**config.mk**
```make
export PLATFORM = sky130hd
export DESIGN_NAME = ulpi_link_ctrl
export DESIGN_NICKNAME = d
export VERILOG_FILES = /design/src/rtl/ulpi_link_pkg.sv /design/src/rtl/ulpi_dir_track.sv /design/src/rtl/ulpi_tx_path.sv /design/src/rtl/ulpi_rx_path.sv /design/src/rtl/ulpi_link_ctrl.sv
export SDC_FILE = /design/constraint.sdc
export NUM_CORES = 1
export LEC_CHECK = 0
export ABC_AREA = 1
export BUFFER_PORTS_ARGS = -buffer_cell sky130_fd_sc_hd__buf_2
export CAP_MARGIN = 40
export CORE_ASPECT_RATIO = 1.1
export CORE_UTILIZATION = 42
export DETAILED_ROUTE_END_ITERATION = 8
export GPL_TIMING_DRIVEN = 1
export PLACE_DENSITY = 0.8
export RECOVER_POWER = 100
export SLEW_MARGIN = 20
export SYNTH_ARGS = -nofsm -noshare
export SYNTH_HDL_FRONTEND = slang
export SYNTH_SLANG_ARGS = --single-unit
```
**constraint.sdc**
```tcl
create_clock -name clk -period 1.1 [get_ports clk]
set_input_delay 0.275 -clock clk [delete_from_list [all_inputs] [get_ports clk]]
set_output_delay 0.275 -clock clk [all_outputs]
set_load 0.01 [all_outputs]
```
**src/rtl/ulpi_link_pkg.sv**
```systemverilog
package ulpi_link_pkg;
  parameter int unsigned ULPI_W = 8;

  typedef enum logic [1:0] {
    OWN_LINK = 2'd0,
    OWN_TURN = 2'd1,
    OWN_PHY  = 2'd2
  } bus_own_e;
endpackage

```
**src/rtl/ulpi_dir_track.sv**
```systemverilog
module ulpi_dir_track
  import ulpi_link_pkg::*;
(
  input  logic     clk,
  input  logic     rst_n,
  input  logic     phy_dir,
  output logic     dir_q,
  output bus_own_e owner
);
  logic dir_n;

  always_comb dir_n = phy_dir;

  always_ff @(posedge clk or negedge rst_n) begin
    if (!rst_n) dir_q <= 1'b0;
    else        dir_q <= dir_n;
  end

  always_comb begin
    if (phy_dir != dir_q) owner = OWN_TURN;
    else if (phy_dir)     owner = OWN_PHY;
    else                  owner = OWN_LINK;
  end
endmodule

```
**src/rtl/ulpi_tx_path.sv**
```systemverilog
module ulpi_tx_path
  import ulpi_link_pkg::*;
#(
  parameter int unsigned W = ULPI_W
) (
  input  logic         clk,
  input  logic         rst_n,
  input  bus_own_e     owner,
  input  logic         phy_dir,
  input  logic         phy_nxt,
  input  logic [W-1:0] tx_data,
  input  logic         tx_valid,
  input  logic         tx_last,
  output logic         tx_ready,
  output logic         tx_abort,
  output logic         tx_stp,
  output logic [W-1:0] bus_do
);
  logic [W-1:0] hold_d;
  logic         hold_v, hold_v_n;
  logic         hold_l, hold_l_n;
  logic         in_pkt, in_pkt_n;
  logic         stp_n, abort_n;
  logic         link_own, accept, load;

  always_comb begin
    link_own = (owner == OWN_LINK);
    accept   = link_own & hold_v & phy_nxt;
    tx_ready = link_own & ~tx_stp & (~hold_v | (phy_nxt & ~hold_l));
    load     = tx_valid & tx_ready;
  end

  always_comb begin
    hold_v_n = hold_v;
    hold_l_n = hold_l;
    in_pkt_n = in_pkt;
    stp_n    = 1'b0;
    abort_n  = 1'b0;
    if (accept) begin
      hold_v_n = 1'b0;
      if (hold_l) begin
        stp_n    = 1'b1;
        in_pkt_n = 1'b0;
      end
    end
    if (load) begin
      hold_v_n = 1'b1;
      hold_l_n = tx_last;
      in_pkt_n = 1'b1;
    end
    if (phy_dir && in_pkt) begin
      abort_n  = 1'b1;
      in_pkt_n = 1'b0;
      hold_v_n = 1'b0;
    end
  end

  always_ff @(posedge clk or negedge rst_n) begin
    if (!rst_n) begin
      hold_v   <= 1'b0;
      hold_l   <= 1'b0;
      in_pkt   <= 1'b0;
      tx_stp   <= 1'b0;
      tx_abort <= 1'b0;
    end else begin
      hold_v   <= hold_v_n;
      hold_l   <= hold_l_n;
      in_pkt   <= in_pkt_n;
      tx_stp   <= stp_n;
      tx_abort <= abort_n;
    end
  end

  always_ff @(posedge clk or negedge rst_n) begin
    if (!rst_n)    hold_d <= '0;
    else if (load) hold_d <= tx_data;
  end

  always_comb bus_do = hold_v ? hold_d : '0;

  assert_ready_owner_R3: assert property (@(posedge clk) disable iff (!rst_n)
    tx_ready |-> (owner == OWN_LINK) && !phy_dir);
  assert_stp_once_R5: assert property (@(posedge clk) disable iff (!rst_n)
    tx_stp |=> !tx_stp);
  assert_abort_quiet_R6: assert property (@(posedge clk) disable iff (!rst_n)
    tx_abort |-> !tx_stp);
  assert_holdoff_block_R10: assert property (@(posedge clk) disable iff (!rst_n)
    phy_dir |-> !tx_ready);
endmodule

```
**src/rtl/ulpi_rx_path.sv**
```systemverilog
module ulpi_rx_path
  import ulpi_link_pkg::*;
#(
  parameter int unsigned W = ULPI_W
) (
  input  logic         clk,
  input  logic         rst_n,
  input  bus_own_e     owner,
  input  logic         phy_dir,
  input  logic         phy_nxt,
  input  logic [W-1:0] bus_di,
  input  logic         rx_stop_req,
  output logic [W-1:0] rx_data,
  output logic         rx_valid,
  output logic         rx_end,
  output logic         rx_stp
);
  logic phy_own, cap, fell;
  logic had, had_n, end_n, stp_n;

  always_comb begin
    phy_own = (owner == OWN_PHY);
    cap     = phy_own & phy_nxt;
    fell    = (owner == OWN_TURN) & ~phy_dir;
    had_n   = had;
    if (cap)  had_n = 1'b1;
    if (fell) had_n = 1'b0;
    end_n   = fell & had;
    stp_n   = phy_own & rx_stop_req & ~rx_stp;
  end

  always_ff @(posedge clk or negedge rst_n) begin
    if (!rst_n) begin
      had      <= 1'b0;
      rx_valid <= 1'b0;
      rx_end   <= 1'b0;
      rx_stp   <= 1'b0;
    end else begin
      had      <= had_n;
      rx_valid <= cap;
      rx_end   <= end_n;
      rx_stp   <= stp_n;
    end
  end

  always_ff @(posedge clk or negedge rst_n) begin
    if (!rst_n)   rx_data <= '0;
    else if (cap) rx_data <= bus_di;
  end

  assert_rx_source_R7: assert property (@(posedge clk) disable iff (!rst_n)
    rx_valid |-> $past(phy_dir) && $past(phy_nxt));
  assert_end_after_fall_R8: assert property (@(posedge clk) disable iff (!rst_n)
    rx_end |-> !$past(phy_dir));
  assert_rx_stop_owned_R9: assert property (@(posedge clk) disable iff (!rst_n)
    rx_stp |-> $past(phy_dir));
endmodule

```
**src/rtl/ulpi_link_ctrl.sv**
```systemverilog
module ulpi_link_ctrl
  import ulpi_link_pkg::*;
#(
  parameter int unsigned DATA_W = ULPI_W
) (
  input  logic              clk,
  input  logic              rst_n,
  input  logic              phy_dir,
  input  logic              phy_nxt,
  output logic              phy_stp,
  input  logic [DATA_W-1:0] bus_di,
  output logic [DATA_W-1:0] bus_do,
  output logic              bus_oe,
  input  logic [DATA_W-1:0] tx_data,
  input  logic              tx_valid,
  input  logic              tx_last,
  output logic              tx_ready,
  output logic              tx_abort,
  output logic [DATA_W-1:0] rx_data,
  output logic              rx_valid,
  output logic              rx_end,
  input  logic              rx_stop_req
);
  logic [1:0] rst_q;
  logic       rst_s;
  logic       dir_q;
  bus_own_e   owner;
  logic       tx_stp, rx_stp;

  always_ff @(posedge clk or negedge rst_n) begin
    if (!rst_n) rst_q <= 2'b00;
    else        rst_q <= {rst_q[0], 1'b1};
  end
  always_comb rst_s = rst_q[1];

  ulpi_dir_track u_dir (
    .clk(clk), .rst_n(rst_s), .phy_dir(phy_dir), .dir_q(dir_q), .owner(owner)
  );

  ulpi_tx_path #(.W(DATA_W)) u_tx (
    .clk(clk), .rst_n(rst_s), .owner(owner), .phy_dir(phy_dir), .phy_nxt(phy_nxt),
    .tx_data(tx_data), .tx_valid(tx_valid), .tx_last(tx_last),
    .tx_ready(tx_ready), .tx_abort(tx_abort), .tx_stp(tx_stp), .bus_do(bus_do)
  );

  ulpi_rx_path #(.W(DATA_W)) u_rx (
    .clk(clk), .rst_n(rst_s), .owner(owner), .phy_dir(phy_dir), .phy_nxt(phy_nxt),
    .bus_di(bus_di), .rx_stop_req(rx_stop_req),
    .rx_data(rx_data), .rx_valid(rx_valid), .rx_end(rx_end), .rx_stp(rx_stp)
  );

  always_comb begin
    bus_oe  = (owner == OWN_LINK);
    phy_stp = tx_stp | rx_stp;
  end

  assert_turn_release_R2: assert property (@(posedge clk) disable iff (!rst_s)
    !$stable(phy_dir) |-> !bus_oe);
  assert_dir_release_R2: assert property (@(posedge clk) disable iff (!rst_s)
    (phy_dir && dir_q) |-> !bus_oe);
  assert_single_stop_R5: assert property (@(posedge clk) disable iff (!rst_s)
    !(tx_stp && rx_stp));
endmodule

```
# Word level (Yosys, flattened, before mapping)

Cells that the tools add are included.

Input port bits: 23
Logic and storage cells: 55
Bits in registers: 28

Eq/ne operators: 3
Reduce and logical (&&, ||, !) cells: 6
Bitwise gates (word level): 18
Multiplexer cells: 15

Operators by type and width:

| operator                                                        | count |
|---|---|
| 1-bit two-way mux                                               | 12 |
| 1-bit bitwise AND                                               | 11 |
| 8-bit two-way mux                                               | 1 |
| 3-bit nonzero test                                              | 2 |
| 1-bit NOT                                                       | 5 |
| 2-bit two-way mux                                               | 2 |
| 2-bit by 1-bit == test with 1-bit output, second input constant | 1 |
| 2-bit == test, second input constant                            | 1 |
| 2-bit logical NOT                                               | 1 |
| 1-bit OR                                                        | 2 |
| 2-bit AND reduction                                             | 1 |
| 2-bit nonzero test                                              | 1 |
| 1-bit logical AND                                               | 1 |
| 1-bit inequality test                                           | 1 |

# Logic depth before layout (Yosys ltp)

Gate-level depths: netlist of the first run.

Depth in word-level cells: 8
Depth in mapped cells: 7

# Modules after synthesis

From an unflattened synthesis of the first run, not the netlist that was laid out.

Cell total of the unflattened synthesis: 139
Area, all modules: 1285.0 µm²

Modules (own cells, without submodules):

| module         | sequential area each (µm²) | area an instance (µm²) | times used | cells each |
|---|---|---|---|---|
| ulpi_tx_path   | 325.3                      | 683.2                  | 1          | 80 |
| ulpi_rx_path   | 300.3                      | 495.5                  | 1          | 50 |
| ulpi_link_ctrl | 50.0                       | 68.8                   | 1          | 7 |
| ulpi_dir_track | 25.0                       | 37.5                   | 1          | 2 |

# Least setup slack after synthesis of the first run

Ideal clock, no wire load.

Kind: register to output
Start point: register u_dir.dir_q
End point: output port tx_ready
Stages on the path, launching flop included: 6
Arrival time: 0.927 ns
Setup slack: -0.102 ns
Path through: dfrtp_1 -> inv_2 -> nand2_2 -> nor2_4 -> buf_4 -> and2_1

Cells in the longest elaborated chain, start to end: 5

RTL lines:

| item                            | RTL line             | text |
|---|---|---|
| from (decl)                     | ulpi_dir_track.sv:7  | `output logic dir_q,` |
| from (signal assigned)          | ulpi_dir_track.sv:16 | `else dir_q <= dir_n;` |
| 1-bit inequality test           | ulpi_dir_track.sv:20 | `if (phy_dir != dir_q) owner = OWN_TURN;` |
| 2-bit two-way mux               | ulpi_dir_track.sv:20 |  |
| 2-bit logical NOT               | ulpi_tx_path.sv:27   | `link_own = (owner == OWN_LINK);` |
| 1-bit bitwise AND (2 in series) | ulpi_tx_path.sv:29   | `tx_ready = link_own & ~tx_stp & (~hold_v \| (phy_nxt & ~hold_l));` |
| to (decl)                       | ulpi_link_ctrl.sv:17 | `output logic tx_ready,` |

No other way between the ends.

# Worst setup path after layout of the first run

Start point: register u_tx.hold_l
End point: output port tx_ready

Cells in the longest elaborated chain, start to end: 4

RTL lines:

| item                   | RTL line           | text |
|---|---|---|
| from (decl)            | ulpi_tx_path.sv:21 | `logic hold_l, hold_l_n;` |
| from (signal assigned) | ulpi_tx_path.sv:67 | `hold_l <= hold_l_n;` |
| 1-bit NOT              | ulpi_tx_path.sv:29 |  |
| 1-bit bitwise AND      | ulpi_tx_path.sv:29 |  |
| 1-bit OR               | ulpi_tx_path.sv:29 |  |
| 1-bit bitwise AND      | ulpi_tx_path.sv:29 |  |

No other way between the ends.

==> results by group, run 1 <==
Global route
  • Global-route wire length before repair: 4310 um
  • Met2 Use GR: between 30% and 40%
  • Largest net degree at the start of global routing: 19
  • Number of global-route vias before repair: between 1,000 and 1,500
  • Initial antenna violation count: 0
  • Gr ovfl total: 0
  • GRT Total Usage: roughly a fifth
  • GR Layer Usage met1: 21.3%
  • Most Crowded Layer GR: met2
  • Met3 usage: roughly 2.7%

Worst setup path
  • Crit-path max FO: 4
  • Critical Path AT: ~1.2 ns
  • Setup crit end kind: output pin
  • Worst Path Class, Setup: flop to output pin
  • Crit start category: flop
  • CP required: around 0.8 ns

Timing
  • RSZ-0062 raised after global routing: yes
  • Endpoints failing setup: 43
  • Setup WS post-layout: -0.387 ns
  • Fmax: around 0.67 GHz
  • Slew Limit Fails: 0
  • Period Utilization, post-route: 135%
  • Clk_skew: around 0.0064 ns
  • Hold Fails Final Rpt: 0
  • Setup TNS: -5.79 ns
  • Period minus WS final: 1.49 ns

Route
  • Vias per inst: between 4 and 5
  • Pre-antenna DRT Iters: 4
  • Residual DRC: 0
  • Routed len/inst: about 13 um
  • ANT nets after route: 0
  • 1st-iter DRT viols: 12
  • DRT Wirelength: ~2900 um
  • Vias: around 1,100

Finish
  • Final instance area: about 1800 um^2
  • Area growth, synth to finish: 54.2%
  • Storage element area: around 700 um^2
  • Fillers: 204
  • Multi-input gate area: 487 um^2
  • Antenna cells: 0
  • Nets@finish: roughly 220
  • Layout cells sized above 1: between 50% and 60%

Floorplanning
  • Die Y: about 57 um
  • Die X: between 50 and 60 um
  • Top Ports: 45
  • Core area: 2570 um^2
  • FP Rows: 19
  • Initial Utilization: 45.3%
  • Die ar.: between 2000 and 3000 um^2

Logic synthesis
  • Cells after Synth: roughly 130
  • Number of synthesized flops with an enable pin: 0
  • Sequential cell area fraction in the yosys report: between 60% and 70%
  • Register bit count reported by yosys: 28
  • Synth warnings: 0
  • Most common cell in the netlist: nand2_1
  • Synth Area in Compound Gates: around 2.4%
  • Synth area leaders: dfrtp_1, nand2_1, nand4_1
  • Synth Flop Type: dfrtp_1
  • Yosys top cell by area: dfrtp_1
  • Syn_nets: 152
  • Main combinational cell family by area after synthesis: simple AND/OR/NAND/NOR gates
  • Mux cell area share after synthesis: 0%
  • Post-synth top area share: approximately 60%
  • Mean Syn Cell Area: 9.02 um^2
  • Synth top cells by count: nand2_1, dfrtp_1, inv_1
  • Asr flop ratio synth: 100%
  • Cell area after synthesis: ~1200 um^2
  • Cell variety after synth: 20
  • Adder-Cell Fraction of Synth Area: 0%
  • XOR/XNOR share of the synthesized area: 0%
  • Simple-gate share of the synthesized area: around 30%

Clock network
  • H-tree Lvls: 1
  • CTS tree: built
  • Clock Pin Slew Worst Setup and Hold Paths: ~0.15 ns
  • Total CTS buffers: 3
  • CTS Root Buffer Type: clkbuf_4
  • CTS Sinks: 28
  • Clk_lat worst skew: roughly 0.32 ns
  • Clk buf depth: 2

Outcome
  • Status: finished with violations
  • Failing checks: negative setup slack

Power
  • Leak pwr: 1.04 nW
  • Pwr dens: approximately 1700 nW/um^2
  • Worst VDD drop: between 1 and 1.5 mV

Placement
  • Post-place setup slack: -0.0769 ns
  • I/O Buffers: 44
  • Post-DP HPWL: around 1900 um
  • GPL Wtd Cong: between 0.8 and 0.9
  • Placed Area: between 1000 and 1500 um^2

Hold path
  • Worst Hold Class: primary input to flop

Job
  • Max_cap viols: 0
[power breakdown]
part | total, mW | switching (mW) | internal, mW
clock network | 0.491 | 0.288 | 0.202
logic | 1.20 | 0.614 | 0.588
registers | 1.43 | 0.181 | 1.25
[cells by family (layout without fill, tap and decap cells)]
group | after synthesis | after routing
other | 1 | 1
AND/OR/NAND/NOR | 76 | 76
buffers and inverters | 20 | 88
AO/OA/AOI/OAI | 4 | 4
flip-flops | 28 | 28
[repair_timing]
item | in CTS | in global routing
setup buffers | 6 | 5
endpoints found under the hold margin | 2 | 0
gates resized for setup | 12 | 46
endpoints found under the setup margin | 33 | 40
hold buffers | 1 | 0
cloned | 1 | 0
pin swaps | 4 | 10
[cell usage in the layout (no fill, tap or decap)]
cell            n
a21oi_2         2
and2_4          1
and3_1          1
buf_2          33
buf_4          16
buf_6          12
buf_8           1
clkbuf_1        4
clkbuf_2        1
clkbuf_4        4
clkbuf_8        1
conb_1          1
dfrtp_1        28
dlygate4sd3_1   1
inv_1           3
inv_2          11
inv_4           1
nand2_1        36
nand2_2        16
nand2_4         5
nand3_1         1
nand3_4         3
nand4_1         9
nor2_1          1
nor2_4          2
o21ai_0         1
o21ai_1         1
or2_4           1
[flip-flops by register name (all words and copies together) (netlist names)]
name           flops
u_rx.had           1
u_tx.hold_l        1
u_dir.dir_q        1
u_rx.rx_valid      1
u_tx.tx_abort      1
u_tx.hold_d        8
u_rx.rx_data       8
u_rx.rx_end        1
u_rx.rx_stp        1
u_tx.tx_stp        1
rst_q              2
u_tx.hold_v        1
u_tx.in_pkt        1
[routing by layer]
metal | vias to the layer above | part of all wire (%)
li1 | 533 | -
met1 | 528 | 38
met2 | 39 | 57
met3 | 2 | 4.5
met4 | 0 | 0.48
met5 | - | 0
[through the flow]
stage               util [%]  total power, mW  std cells  hold slack, ns
finish                  69.9             3.12        228           0.138
global route            69.9             3.31        228           0.137
CTS                     63.5             2.87        224           0.126
detailed placement      58.0             2.22        212          0.0693
global placement        58.0             2.17        212          0.0641
floorplan                  -             1.85        129         -0.0206
[final timing paths]
check / start / endpoint / slack, ns / cells after the start
setup / recovery: u_tx.hold_l$_DFFE_PN0P_ / tx_ready / -0.39 / 5
hold / removal: bus_di[5] / u_rx.rx_data[5]$_DFFE_PN0P_ / 0.14 / 3
setup reg to reg: u_dir.dir_q$_DFF_PN0_ / u_tx.in_pkt$_DFFE_PN0P_ / -0.18 / 8
hold reg to reg: rst_q[1]$_DFF_PN0_ / u_rx.rx_data[6]$_DFFE_PN0P_ / 0.29 / 1
max in group asynchronous: rst_q[1]$_DFF_PN0_ / u_tx.hold_d[1]$_DFFE_PN0P_ / 0.48 / 1
min in group asynchronous: rst_n / rst_q[1]$_DFF_PN0_ / 0.25 / 2
[worst max-delay path: stages, from the launching register on]
cell and delay (ns):
dfrtp_1 0.42, inv_1 0.06, nand2_1 0.05, nand2_2 0.11, and2_4 0.16, buf_6 0.09
[final cells by class]
cell class,instances,share of cell area [%]
flip-flops and latches,28,39.1
multi-input cells,81,27.1
repair buffers,69,26.4
inverters,15,3.28
well taps,31,2.16
clock buffers,4,2.02
(Power assumes the default switching activity.)
==> run 2: changes to the inputs <==
REMOVE_ABC_BUFFERS = 1   (was default)
==> run 2 against run 1 <==
Compared with the run above: the flow still finishes with violations (negative setup slack); fmax rose by 0.79%; combinational power fell by 13%; clock power rose by 35%; via count fell by 3.5%; die area did not move; critical endpoint unchanged.
==> results by group, run 2 (synthesized netlist as in run 1, its figures left out) <==
Worst setup path
  • Crit start category: flop
  • Crit. Startpoint: u_dir.dir_q$_DFF_PN0_
  • Crit-path max FO: 2 (-2)
  • Setup crit end kind: output pin
  • Worst Path Class, Setup: flop to output pin
  • RR Endpoint: u_tx.hold_l$_DFFE_PN0P_
  • Setup crit end: tx_ready
  • FF-to-FF setup slack: -0.19 ns (about the same)
  • Reg2reg start: u_dir.dir_q$_DFF_PN0_
  • Critical Path AT: 1.20 ns (about the same)
  • CP required: 0.82 ns (about the same)
  • Worst reg-to-reg path cell count: 7 (-1)

Timing
  • Setup TNS: -5.74 ns (+0.0521 ns)
  • Fmax: 0.678 GHz (+0.79%)
  • Endpoints failing setup: 33 (-23%)
  • Period minus WS final: 1.48 ns (-0.0117 ns)
  • Clk_skew: 0.00188 ns (-0.00448 ns)
  • Slew Limit Fails: 0 (unchanged)
  • Period Utilization, post-route: 134% (-1.1 points)
  • Setup WS post-layout: -0.375 ns (+0.0117 ns)
  • RSZ-0062 raised after global routing: yes
  • Hold Fails Final Rpt: 0 (unchanged)

Route
  • Residual DRC: 0 (unchanged)
  • 1st-iter DRT viols: 25 (+13)
  • Vias: 1,063 (-3.5%)
  • DRT Wirelength: 2820 um (-4.0%)
  • Pre-antenna DRT Iters: 4 (unchanged)
  • Vias per inst: 4.83 (about the same)
  • ANT nets after route: 0 (unchanged)
  • Routed len/inst: 12.8 um (-0.52%)

Clock network
  • Clock Pin Slew Worst Setup and Hold Paths: 0.14 ns (about the same)
  • CTS Root Buffer Type: clkbuf_4
  • Total CTS buffers: 3 (unchanged)
  • CTS Sinks: 28 (unchanged)
  • Clk_lat worst skew: 0.32 ns (about the same)
  • Clk buf depth: 2 (unchanged)
  • H-tree Lvls: 1 (unchanged)
  • CTS tree: built

Power
  • Worst VDD drop: 1.45 mV (+30%)
  • Final Power: 3.10 mW (-0.76%)
  • Pwr dens: 1860 nW/um^2 (+7.0%)
  • Leak pwr: 0.988 nW (-5.2%)

Job
  • Max_cap viols: 0 (unchanged)

Hold path
  • Worst Hold Class: primary input to flop
  • Hold Startpoint: bus_di[1]
  • WHS Path Cells: 3 (unchanged)

Global route
  • Gr ovfl total: 0 (unchanged)
  • Initial antenna violation count: 0 (unchanged)
  • Global-route wire length before repair: 4240 um (-1.6%)
  • Number of global-route vias before repair: 1,045 (-3.0%)
  • Largest net degree at the start of global routing: 18 (-1)
  • GRT Total Usage: 19.4% (-0.32 points)

Floorplanning
  • Top Ports: 45 (unchanged)
  • Initial Utilization: 45.3% (unchanged)
  • Die ar.: 2990 um^2 (unchanged)
  • Die Y: 57.2 um (unchanged)
  • Core area: 2570 um^2 (unchanged)
  • FP Rows: 19 (unchanged)
  • Die X: 52.2 um (unchanged)

Finish
  • Largest registers: u_rx.rx_data: 8 flops, u_tx.hold_d: 8 flops, rst_q: 2 flops
  • Layout cells sized above 1: 46.0% (-9.8 points)
  • Most frequent cells in the layout: nand2_1, buf_2, dfrtp_1
  • Most common cell after layout, fill and taps aside: nand2_1
  • Area growth, synth to finish: 43.0%
  • Fillers: 202 (-0.98%)
  • Nets@finish: 213 (-3.6%)
  • Final instance area: 1660 um^2 (-7.3%)
  • Antenna cells: 0 (unchanged)

Placement
  • Post-DP HPWL: 2020 um (+5.2%)
  • Placed Area: 1470 um^2 (-1.2%)
  • I/O Buffers: 44 (unchanged)
  • GPL Wtd Cong: 0.861 (+2.8%)

Outcome
  • Failing checks: negative setup slack
  • Status: finished with violations
==> run 2: stage by stage <==
| stage | hold WS (ns) | worst slack (ns) | util, % | std cells |
|---|---|---|---|---|
| 6_report | 0.135 | -0.375 | 64.8 | 220 |
| 5_1_grt | 0.114 | -0.458 | 64.8 | 220 |
| 4_1_cts | 0.126 | -0.414 | 61.1 | 217 |
| 3_5_place_dp | 0.0609 | -0.128 | 57.3 | 210 |
| 3_3_place_gp | 0.0599 | -0.0898 | 57.3 | 210 |
| 2_1_floorplan | -0.0206 | -0.0987 | - | 124 |
==> run 2: cell type report <==
type / instances / area, um^2 / share of cell area (%)
Clock buffer: 3 / 22.5 / 1.35
Clock inverter: 1 / 30.0 / 1.80
Inverter: 15 / 56.3 / 3.38
Multi-Input combinational cell: 81 / 414 / 24.9
Sequential cell: 28 / 701 / 42.1
Tap cell: 31 / 38.8 / 2.33
Timing Repair Buffer: 61 / 402 / 24.1
==> run 2: metal layers <==
layer,up-vias,share of wire [%],track usage [%]
met5,-,0,0
met1,502,40,22.6
li1,515,-,-
met3,6,4.4,4.00
met2,40,54,34.4
met4,0,1.9,7.14
==> run 2: worst min path at each step <==
stage | end | slack, ns
final | u_rx.rx_data[1]$_DFFE_PN0P_ | 0.14
after global placement | rst_q[1]$_DFF_PN0_ | 0.06
after floorplan | rst_q[0]$_DFF_PN0_ | -0.02
after CTS | u_rx.rx_data[6]$_DFFE_PN0P_ | 0.13
after detailed placement | rst_q[0]$_DFF_PN0_ | 0.06
after global routing | u_rx.rx_data[6]$_DFFE_PN0P_ | 0.11
==> run 2: repair_timing <==
item                       CTS  global route
setup endpoints to repair   33            37
setup buffers                2             3
hold endpoints to repair     2             0
hold buffers                 1             0
resized for setup            4            29
pin swaps                    2             3
==> run 2: critical path: stages (launching register included) <==
cell and delay, ns:
dfrtp_1 0.42, inv_2 0.08, nand2_4 0.06, nor2_4 0.08, and2_4 0.15, buf_6 0.09
==> run 2: where the power goes <==
group	switching (mW)	internal (mW)	leakage (nW)
Combinational	0.550	0.485	0.608
Sequential	0.155	1.25	0.352
Clock	0.293	0.368	0.0279
==> run 3: changes to the inputs <==
CORE_MARGIN = 10   (was default)
CORE_UTILIZATION = 51   (was 42)
PLACE_DENSITY = 0.9   (was 0.8)
clock period = 1.8 ns   (was 1.1 ns; I/O delays follow)
==> run 3 against run 2 <==
Compared with the run above: the run now ends clean; combinational power fell by 61%; first-iteration DRC count grew 120%; worst setup slack better by 0.47 ns; sequential cell count unchanged; critical path depth stayed put; total power decreased by 46%; design area shrank 14%; critical path type unchanged.
==> results by group, run 3 (synthesized netlist as in run 1, its figures left out) <==
Outcome
  • Status: finished clean

Floorplanning
  • Core area: 2210 um^2 (-14%)
  • FP Rows: 18 (-1)
  • Die X: 65.5 um (+26%)
  • Top Ports: 45 (unchanged)
  • Initial Utilization: 52.7% (+7.4 points)
  • Die Y: 70.1 um (+23%)
  • Die ar.: 4590 um^2 (+54%)

Global route
  • Largest net degree at the start of global routing: 19 (+1)
  • Global-route wire length before repair: 4510 um (+6.2%)
  • Number of global-route vias before repair: 1,050 (+0.48%)
  • GRT Total Usage: 11.9% (-7.5 points)
  • Initial antenna violation count: 0 (unchanged)
  • Gr ovfl total: 0 (unchanged)

Timing
  • Fmax: roughly 0.59 GHz
  • Hold Fails Final Rpt: 0 (unchanged)
  • Period Utilization, post-route: roughly 95%
  • Setup TNS: 0 ns (+5.74 ns)
  • Endpoints failing setup: 0 (-100%)
  • RSZ-0062 raised after global routing: no
  • Period minus WS final: about 1.7 ns
  • WHS: 0.150 ns (+0.0145 ns)
  • Slew HR: 39.1%
  • Clk_skew: 0.0118 ns (+0.00987 ns)
  • Slew Limit Fails: 0 (unchanged)
  • Least-Margin Pin Slew: approximately 0.91 ns

Clock network
  • H-tree Lvls: 1 (unchanged)
  • Clk_lat worst skew: 0.32 ns (about the same)
  • CTS Sinks: 28 (unchanged)
  • CTS Root Buffer Type: clkbuf_4
  • Clock Pin Slew Worst Setup and Hold Paths: 0.15 ns (about the same)
  • CTS tree: built
  • Clk buf depth: 2 (unchanged)
  • Total CTS buffers: 3 (unchanged)

Hold path
  • Worst Hold Class: flop to async pin

Placement
  • GPL Wtd Cong: 0.833 (-3.3%)
  • Post-DP HPWL: 2210 um (+9.6%)
  • I/O Buffers: 44 (unchanged)

Worst setup path
  • Crit-path max FO: 5 (+3)
  • Setup crit end kind: output pin
  • Worst Path Class, Setup: flop to output pin
  • FF-to-FF setup slack: 0.12 ns (+0.31 ns)
  • Critical Path AT: 1.26 ns (+0.06 ns)
  • CP required: 1.35 ns (+0.53 ns)
  • Crit start category: flop

Power
  • Switching pwr: 0.523 mW (-48%)
  • Internal power: 1.14 mW (-46%)
  • Final Power: 1.66 mW (-46%)
  • Gate power share: 24.2% (-9.2 points)
  • Clock Power Share: 23.7% (+2.4 points)
  • Worst VDD drop: 0.822 mV (-44%)
  • Pwr dens: 1160 nW/um^2 (-37%)
  • Seq pwr share: 52.1% (+6.8 points)
  • Sw Ratio: 31.5% (-0.72 points)
  • Leak pwr: 0.821 nW (-17%)

Job
  • Max_cap viols: 0 (unchanged)

Finish
  • Largest registers: u_rx.rx_data: 8 flops, u_tx.hold_d: 8 flops, rst_q: 2 flops
  • Post-layout util: 64.6% (-0.19 points)
  • Area growth, synth to finish: 22.6%
  • Most frequent cells in the layout: nand2_1, dfrtp_1, clkbuf_1
  • Antenna cells: 0 (unchanged)
  • Storage element area: 703 um^2 (+0.36%)
  • Multi-input gate area: 358 um^2 (-14%)
  • Layout cells sized above 1: 20.5% (-26 points)
  • Nets@finish: 200 (-6.1%)
  • Most common cell after layout, fill and taps aside: nand2_1
  • Fillers: 214 (+5.9%)

Route
  • Residual DRC: 0 (unchanged)
  • Pre-antenna DRT Iters: 4 (unchanged)
  • Vias per inst: 4.85 (+0.47%)
  • ANT nets after route: 0 (unchanged)
  • Vias: 1,000 (-5.9%)
  • DRT Wirelength: 2750 um (-2.5%)
  • Routed len/inst: 13.4 um (+4.1%)
  • 1st-iter DRT viols: 56 (+120%)
## run 3: cell count changes in the layout (fill, tap and decap cells not counted), sizes merged
cell / delta
buf: -34
clkbuf: +21
clkinvlp: +1
inv: -1
## run 3: what timing repair did
item                                    4_1_cts  5_1_grt
hold endpoints to repair                      2        0
buffers inserted                              0        0
endpoints found under the setup margin        0        1
hold buffers                                  1        0
resized for setup                             0        2
## run 3: worst paths after layout
kind | depth (start not counted) | endpoint | start
max | 5 | tx_ready | u_dir.dir_q$_DFF_PN0_
min | 0 | u_rx.rx_data[1]$_DFFE_PN0P_ | rst_q[1]$_DFF_PN0_
max reg2reg | 7 | u_tx.hold_d[0]$_DFFE_PN0P_ | u_dir.dir_q$_DFF_PN0_
min reg2reg | 0 | u_rx.rx_data[1]$_DFFE_PN0P_ | rst_q[1]$_DFF_PN0_
max in group asynchronous | 1 | u_dir.dir_q$_DFF_PN0_ | rst_q[1]$_DFF_PN0_
min in group clk | 3 | u_rx.rx_data[1]$_DFFE_PN0P_ | bus_di[1]
## run 3: routing by layer
metal  vias to the layer above  routed length (um)  GRT usage, %
met5                         -                   0             0
met4                         0                   9          2.62
met3                         2                 268          4.94
met2                        42                1400          21.6
met1                       464                1080          12.0
li1                        492                   -             -
## run 3: metrics by stage
step	area (um^2)	std cells	worst slack, ns
after detailed placement	1410	201	0.277
after global placement	1410	201	0.321
final	1430	206	0.0909
after global routing	1430	206	0.0110
after floorplan	1130	124	0.426
after CTS	1470	206	0.0179
## run 3: cell type report
cell class / instances / share of cell area, %
timing repair buffer: 48 / 15.3
tap: 30 / 2.63
clock buffer: 3 / 1.58
sequential: 28 / 49.3
clock inverter: 1 / 2.11
inverter: 15 / 4.04
multi-input combinational: 81 / 25.1
## run 3: power groups by stage
stage	logic, mW	clock network [mW]	registers, mW
detailed placement	0.441	0	0.875
floorplan	0.229	0	0.874
finish	0.402	0.394	0.865
global route	0.464	0.440	0.881
global placement	0.416	0	0.863
CTS	0.444	0.409	0.862
## run 3: worst max-delay path: stages (launching register included)
cell and delay [ns]:
dfrtp_2 0.47, inv_2 0.07, nand2_2 0.07, nor2_4 0.08, and2_1 0.13, clkbuf_2 0.13
